### config.mk
export PLATFORM = sky130hd
export DESIGN_NAME = length_timer
export DESIGN_NICKNAME = d
export VERILOG_FILES = /design/src/rtl/lt_pkg.sv /design/src/rtl/lt_step.sv /design/src/rtl/lt_readback.sv /design/src/rtl/length_timer.sv
export SDC_FILE = /design/constraint.sdc
export NUM_CORES = 1
export LEC_CHECK = 0
export CORE_MARGIN = 2
export CORE_UTILIZATION = 43
export CTS_CLUSTER_SIZE = 10
export DETAILED_ROUTE_END_ITERATION = 10
export HOLD_SLACK_MARGIN = 0.1
export PLACE_DENSITY = 0.76
export SYNTH_ARGS = -nofsm -noshare
export SYNTH_HDL_FRONTEND = slang
export SYNTH_SLANG_ARGS = --single-unit
### constraint.sdc
create_clock -name clk -period 3.1 [get_ports clk]
set_input_delay 0.93 -clock clk [delete_from_list [all_inputs] [get_ports clk]]
set_output_delay 0.93 -clock clk [all_outputs]
set_load 0.005 [all_outputs]
### src/rtl/lt_pkg.sv
package lt_pkg;
    parameter int unsigned LOAD_W   = 6;
    parameter int unsigned BYTE_W   = 8;
    parameter int unsigned TRIG_POS = 7;
    parameter int unsigned EN_POS   = 6;
    parameter logic [BYTE_W-1:0] RD_FILL = 8'hBF;

    localparam int unsigned CNT_W = LOAD_W + 1;
    localparam int unsigned FULL  = 1 << LOAD_W;

    typedef struct packed {
        logic [CNT_W-1:0] cnt;
        logic             en;
        logic             act;
    } lt_state_t;
endpackage

### src/rtl/lt_step.sv
module lt_step
    import lt_pkg::*;
(
    input  logic [CNT_W-1:0] cnt_i,
    input  logic             go_i,
    output logic [CNT_W-1:0] cnt_o,
    output logic             hit_zero_o
);
    logic nonzero;

    always_comb begin
        nonzero    = (cnt_i != '0);
        cnt_o      = cnt_i;
        hit_zero_o = 1'b0;
        if (go_i && nonzero) begin
            cnt_o      = cnt_i - CNT_W'(1);
            hit_zero_o = (cnt_i == CNT_W'(1));
        end
    end
endmodule

### src/rtl/lt_readback.sv
module lt_readback
    import lt_pkg::*;
(
    input  logic              en_i,
    output logic [BYTE_W-1:0] rd_o
);
    always_comb begin
        rd_o         = RD_FILL;
        rd_o[EN_POS] = en_i;
    end
endmodule

### src/rtl/length_timer.sv
module length_timer
    import lt_pkg::*;
(
    input  logic              clk,
    input  logic              rst_n,
    input  logic              pwr_off_i,
    input  logic              len_wr_i,
    input  logic [BYTE_W-1:0] len_data_i,
    input  logic              ctl_wr_i,
    input  logic [BYTE_W-1:0] ctl_data_i,
    input  logic              len_tick_i,
    input  logic              extra_phase_i,
    input  logic              dac_on_i,
    output logic              active_o,
    output logic [BYTE_W-1:0] ctl_rd_o
);
    localparam logic [CNT_W-1:0] CNT_FULL = CNT_W'(FULL);

    lt_state_t st_d, st_q;

    logic             trig_req, en_req, extra_go;
    logic [CNT_W-1:0] cnt_after_tick, cnt_after_load, cnt_after_extra;
    logic             zero_tick, zero_extra;

    assign trig_req = ctl_wr_i && ctl_data_i[TRIG_POS];
    assign en_req   = ctl_data_i[EN_POS];
    assign extra_go = ctl_wr_i && extra_phase_i && !st_q.en && en_req;

    // stage 1: frame-sequencer strobe
    lt_step u_tick_step (
        .cnt_i      (st_q.cnt),
        .go_i       (len_tick_i && st_q.en),
        .cnt_o      (cnt_after_tick),
        .hit_zero_o (zero_tick)
    );

    // stage 2: length-load write
    always_comb begin
        cnt_after_load = cnt_after_tick;
        if (len_wr_i)
            cnt_after_load = CNT_FULL - {1'b0, len_data_i[LOAD_W-1:0]};
    end

    // stage 3: extra decrement on enable turn-on
    lt_step u_extra_step (
        .cnt_i      (cnt_after_load),
        .go_i       (extra_go),
        .cnt_o      (cnt_after_extra),
        .hit_zero_o (zero_extra)
    );

    // stage 4: trigger, DAC gating, power-off
    always_comb begin
        st_d     = st_q;
        st_d.act = st_q.act && !zero_tick && !zero_extra;
        st_d.cnt = cnt_after_extra;
        if (ctl_wr_i)
            st_d.en = en_req;
        if (trig_req) begin
            if (dac_on_i)
                st_d.act = 1'b1;
            if (st_d.cnt == '0)
                st_d.cnt = CNT_FULL;
            if (extra_phase_i && en_req && st_d.cnt == CNT_FULL)
                st_d.cnt = CNT_FULL - CNT_W'(1);
        end
        if (!dac_on_i)
            st_d.act = 1'b0;
        if (pwr_off_i)
            st_d = '0;
    end

    always_ff @(posedge clk) begin
        if (!rst_n)
            st_q <= '0;
        else
            st_q <= st_d;
    end

    lt_readback u_readback (
        .en_i (st_q.en),
        .rd_o (ctl_rd_o)
    );

    assign active_o = st_q.act;


    act_rise_chk: assert property (@(posedge clk) disable iff (!rst_n)
        $rose(st_q.act) |-> $past(ctl_wr_i && ctl_data_i[TRIG_POS] && dac_on_i && !pwr_off_i));


    dac_off_chk: assert property (@(posedge clk) disable iff (!rst_n)
        !dac_on_i |=> !active_o);


    pwr_off_chk: assert property (@(posedge clk) disable iff (!rst_n)
        pwr_off_i |=> (!active_o && st_q.cnt == '0 && !ctl_rd_o[EN_POS]));


    rd_track_chk: assert property (@(posedge clk) disable iff (!rst_n)
        (ctl_wr_i && !pwr_off_i) |=> (ctl_rd_o[EN_POS] == $past(ctl_data_i[EN_POS])));


    idle_hold_chk: assert property (@(posedge clk) disable iff (!rst_n)
        (!st_q.en && !len_wr_i && !ctl_wr_i && !pwr_off_i) |=> $stable(st_q.cnt));


    cnt_range_chk: assert property (@(posedge clk) disable iff (!rst_n)
        st_q.cnt <= CNT_FULL);
endmodule

### Word level (Yosys, flattened, before mapping)

Cells that the tools add are included.
W data, S select, Z words.

| word-level totals | value |
|---|---|
| bits in registers | 9 |

| operators by class | value |
|---|---|
| add/sub/neg operators | 3 |
| equality and inequality tests | 3 |
| mux-type cells | 10 |
| bitwise operators | 2 |
| reduce and logical (&&, ||, !) cells | 19 |

Operators with widths:

| operator | number |
|---|---|
| $mux W7 | 7 |
| $eq A7 B1 Y1 const B | 2 |
| $reduce_bool A7 Y1 | 2 |
| $sub A7 B1 Y7 const B | 2 |
| $logic_and A1 B1 Y1 | 11 |
| $eq A7 B7 Y1 const B | 1 |
| $logic_not A7 Y1 | 1 |
| $sub A7 B6 Y7 const A | 1 |
| $logic_not A1 Y1 | 3 |
| $mux W1 | 3 |
| $reduce_or A3 Y1 | 1 |
| $not A1 Y1 | 2 |
| $reduce_or A2 Y1 | 1 |

### Depth between registers and ports, before layout

Gate-level depths: netlist (run 1).

| logic depth | value |
|---|---|
| depth in word-level cells | 14 |
| mapped depth | 12 |
| depth with buffers taken out | 12 |

### Hierarchy

A second synthesis (run 1) with hierarchy kept.

| unflattened totals | value |
|---|---|
| cells, all modules | 121 |
| area, all modules | 953.4 um2 |

Modules (own cells, without submodules):

| module | instances | cells each | seq. area each (um2) | area an instance (um2) |
|---|---|---|---|---|
| length_timer | 1 | 58 | 180.2 | 526.8 |
| lt_step | 2 | 27 | 0.0 | 181.4 |
| lt_readback | 1 | 9 | 0.0 | 63.8 |

### Worst setup path before layout (run 1)

OpenSTA, ideal clock, no wires.

| timing | value |
|---|---|
| path type | input-to-reg |
| from | input port len_data_i[0] |
| to | register st_q[6] (netlist name) |
| stages on the path | 10 |
| path buffers | 0 |
| arrival | 2951 ps |
| setup time | 73 ps |
| data required time | 3027 ps |
| slack | 76 ps |
| cell sequence | inv_1 -> ha_1 -> nor3b_1 -> xor2_1 -> o221ai_1 -> a211o_2 -> o31a_4 -> nor3b_2 -> or3b_1 -> o211ai_2 |

| between the ends | value |
|---|---|
| word-level cells in the longest chain between the ends | 12 |
| elaborated cells on any way between the ends | 13 |
| classes of those cells | 2 x add/sub; 1 x eq/ne; 6 x mux; 4 x reduce/logical |

Ends and longest elaborated chain:

| element | RTL line | RTL |
|---|---|---|
| from (decl) | length_timer.sv:8 | `input logic [BYTE_W-1:0] len_data_i,` |
| $sub A7 B6 Y7 * | length_timer.sv:41 | `cnt_after_load = CNT_FULL - {1'b0, len_data_i[LOAD_W-1:0]};` |
| $mux W7 * | length_timer.sv:40 | `if (len_wr_i)` |
| parallel branches: the longest is 2 deep, another holds $sub A7 B1 Y7 | - |  |
| $mux W7 * | lt_step.sv:15 | `if (go_i && nonzero) begin` |
| $logic_not A7 Y1 | length_timer.sv:62 | `if (st_d.cnt == '0)` |
| $mux W7 | length_timer.sv:62 |  |
| $mux W7 | length_timer.sv:59 | `if (trig_req) begin` |
| $eq A7 B7 Y1 | length_timer.sv:64 | `if (extra_phase_i && en_req && st_d.cnt == CNT_FULL)` |
| $logic_and A1 B1 Y1 | length_timer.sv:64 |  |
| $mux W7 | length_timer.sv:64 |  |
| $mux W7 * | length_timer.sv:59 |  |
| to (signal assigned) | length_timer.sv:77 | `st_q <= st_d;` |
| to (decl) | length_timer.sv:19 | `lt_state_t st_d, st_q;` |

Mark *: on every way between the ends. The select of a mux whose other input is x is not followed.
A chain may end at the register's enable or synchronous reset.

### Final worst setup path (run 1)

| timing | value |
|---|---|
| from | input port len_data_i[2] |
| to | register st_q[8] (netlist name) |

Same word-level chain as after synthesis.

==> run metrics, run 1 <==
outcome completed; Detailed Route Iter0 Violations 33; met2 WL 1780 um; clock skew 0.00352 ns; CTS Buffer Depth 2; Mapped Area 0.00114 sq mm; crit path max-delay cell type or3_4; main flop type after synthesis dfxtp_1; Synth area leader dfxtp_1; pwr/cell area roughly 260 mW/mm^2; Detailed Routing Iterations Pass 1 4; crit path buf inv count 1; Synth Area in XOR/XNOR under 10%; fin crit share 97.3%; Worst setup SP type input port; multi-input logic area 947 sq um; fin cells roughly 220; commonest cells in the netlist nand2_1 (10), dfxtp_1 (9), inv_1 (9), buf_4 (8), nor2_1 (7); top-count cell post-synth nand2_1; Final ANT Viol Nets 0; Sequential Area 180 sq um; critical path class in2reg; Psw 0.146 mW; FP Rows 18; DR WL met3 110 um; vias in the first global route between 1k and 1.5k; Avg Cell Area, Syn ~8 sq um; post-layout min period 3.02 ns; Max Used Layer met4; routability cong. about 0.86; nets about 220; Power, Total 0.415 mW; #FFs+latches synth 9; sw frac 35.1%; DRC 0; Clock Sink Count 9; library cells used by synthesis between 50 and 60; Crit path top cell by count or3_4; CP Max Fanout 3; Filler cells roughly 220; largest family of logic cells by synthesized area simple AND/OR/NAND/NOR gates; DP Wirelength 2480 um; Async SR Flop Fraction 0%; setup slack, reg-to-reg 0.12 ns; top cells by area, synth dfxtp_1 (16%), ha_1 (6.6%), buf_4 (5.3%); CTS H-tree lvls 1; antenna violations before repair 0; Sequential Power Share between 30% and 40%; grt ovf 0; final core occ 64.7%; Synth Area in Compound Gates 23.6%; sequential fraction of the synthesis area 15.8%; clock-pin slew on the worst setup and hold paths about 0.06 ns; final-report hold violation count 0; DIE WIDTH ~55 um; CP Data Required Time 3.26 ns; I/O pin count 33; post-place setup slack -0.503 ns; adder-cell share of the synthesized area 6.59%; CP top delay family simple AND/OR/NAND/NOR gates; clock group share of total power 22.1%; multiplexer share of the synthesized area under 10%; Inserted Clock Buffers 3; warning count from the yosys run 0; Initial Utilization 45.5%; P&R area growth vs syn 42.0%; internal power roughly 0.27 mW; largest net degree at the start of global routing 12; nature of the critical path endpoint flop; fin. max-slew vios 0; Post-Synth Simple-Gate Area 33.8%; Comb power frac 47.2%; share of cells above drive strength 1 39.0%; vias 1241; worst slew pin tran 0.520 ns; die area between 0.003 and 0.004 sq mm; post-synth top area share between 10% and 20%; Post-Place Cells 209; Max Fclk 0.331 GHz; average wire per standard cell roughly 15 um; synthesized instance count 140; Clk Latency, worst-skew pair 0.27 ns; LEAKAGE 0.687 nW; worst-path cell chain dlygate4sd2_1, or3_4, nor3_4, xnor2_2, a211o_2, or3_4, a211oi_4, a41o_1, nor2_1; Max IR drop VDD around 0.00016 V; CTS tree yes; Post-Route M1 WL 1310 um; endpoints failing setup 0; final WL about 3400 um; core area 0.00250 sq mm; port bufs 17; Post-synth EDFFs 0; number of diodes 0; PnR worst setup slack 0.0827 ns; Root Driver clkbuf_4; Hold WC Path Type reg2reg; DR vias/cell approximately 5.7; Max Cap Viol 0; slew margin rel. between 60% and 70%; GRT Util Overall between 20 and 25%; first-pass GRT wire length 5510 um; cts hold-fix bufs 0; Die Height around 55 um; Critical Path AT 3.18 ns; CP max stage delay 0.42 ns
==> timing repair <==
action                                  4_1_cts  5_1_grt
resized for setup                            19       20
buffers inserted                              2        2
endpoints found under the setup margin        8        7
pin swaps                                    11       12
==> final timing paths <==
| path | startpoint | to | cells after the start |
|---|---|---|---|
| worst min register to register | active_o | active_o | 2 |
| worst max register to register | st_q[7] | st_q[8] | 8 |
| worst max-delay path | len_data_i[2] | st_q[8] | 9 |
| worst min-delay path | active_o | active_o | 2 |
==> sequential cells by signal, indices dropped and copies added, names as in the netlist <==
signal / cells
st_q: 8
active_o: 1
==> area by class of cell <==
cell class,count,area share (%)
inverter,9,2.09
sequential,9,11.1
multi-input combinational,116,58.6
clock buffer,4,1.63
timing repair buffer,49,24.2
tap,30,2.32
==> power by group through the flow <==
| stage | clock (mW) | sequential (mW) | combinational [mW] |
|---|---|---|---|
| global route | 0.0975 | 0.128 | 0.213 |
| floorplan | 0 | 0.129 | 0.104 |
| CTS | 0.0896 | 0.127 | 0.182 |
| global placement | 0 | 0.129 | 0.167 |
| detailed placement | 0 | 0.130 | 0.174 |
| finish | 0.0919 | 0.127 | 0.196 |
==> worst reg2reg max path, stage by stage, from the launching register on <==
cell and delay (ns):
dfxtp_1 0.37, or4_4 0.56, o2111ai_1 0.27, mux2_1 0.39
a211o_2 0.32, or3_4 0.42, a211oi_4 0.29, a41o_1 0.22
nor2_1 0.05
==> metal layers <==
layer  track usage [%]  vias to the layer above
met2              40.3                       42
met3              1.87                       17
met5                 0                        -
li1                  -                      594
met4              14.3                        0
met1              24.5                      588
==> logic make-up (layout without fill, tap and decap cells) <==
family / after synthesis / in the layout
and+or+nand+nor: 59 / 59
AOI/OAI and AO/OA: 34 / 34
buffers and inverters: 21 / 62
DFF: 9 / 9
xor gates and xnor gates: 7 / 7
adders and majority gates: 6 / 6
muxes: 3 / 3
other: 1 / 7
==> placed cells by master (no fill, tap or decap), types with 5 or more instances in the layout <==
cell type and instances:
buf_4 32, nand2_1 10, clkdlybuf4s50_1 10, inv_1 9
dfxtp_1 9, nor2_1 7, conb_1 7, a21oi_1 6
o21ai_1 5, ha_1 5
==> stage by stage <==
stage / TNS (ns) / instance area [sq um] / hold WS (ns)
finish: 0 / 1620 / 0.501
global route: -0.00690 / 1620 / 0.519
CTS: 0 / 1570 / 0.504
detailed placement: -3.80 / 1480 / 0.496
global placement: -3.18 / 1480 / 0.463
floorplan: 0 / 1160 / 0.465
Note: power is estimated with default switching activity, not from simulation.
==> run 2: changes to the inputs <==
Settings changed: HOLD_SLACK_MARGIN 0.1 to 0.08.
==> results of run 2 <==
No change in the layout: final DEF, timing and power equal those of run 1.
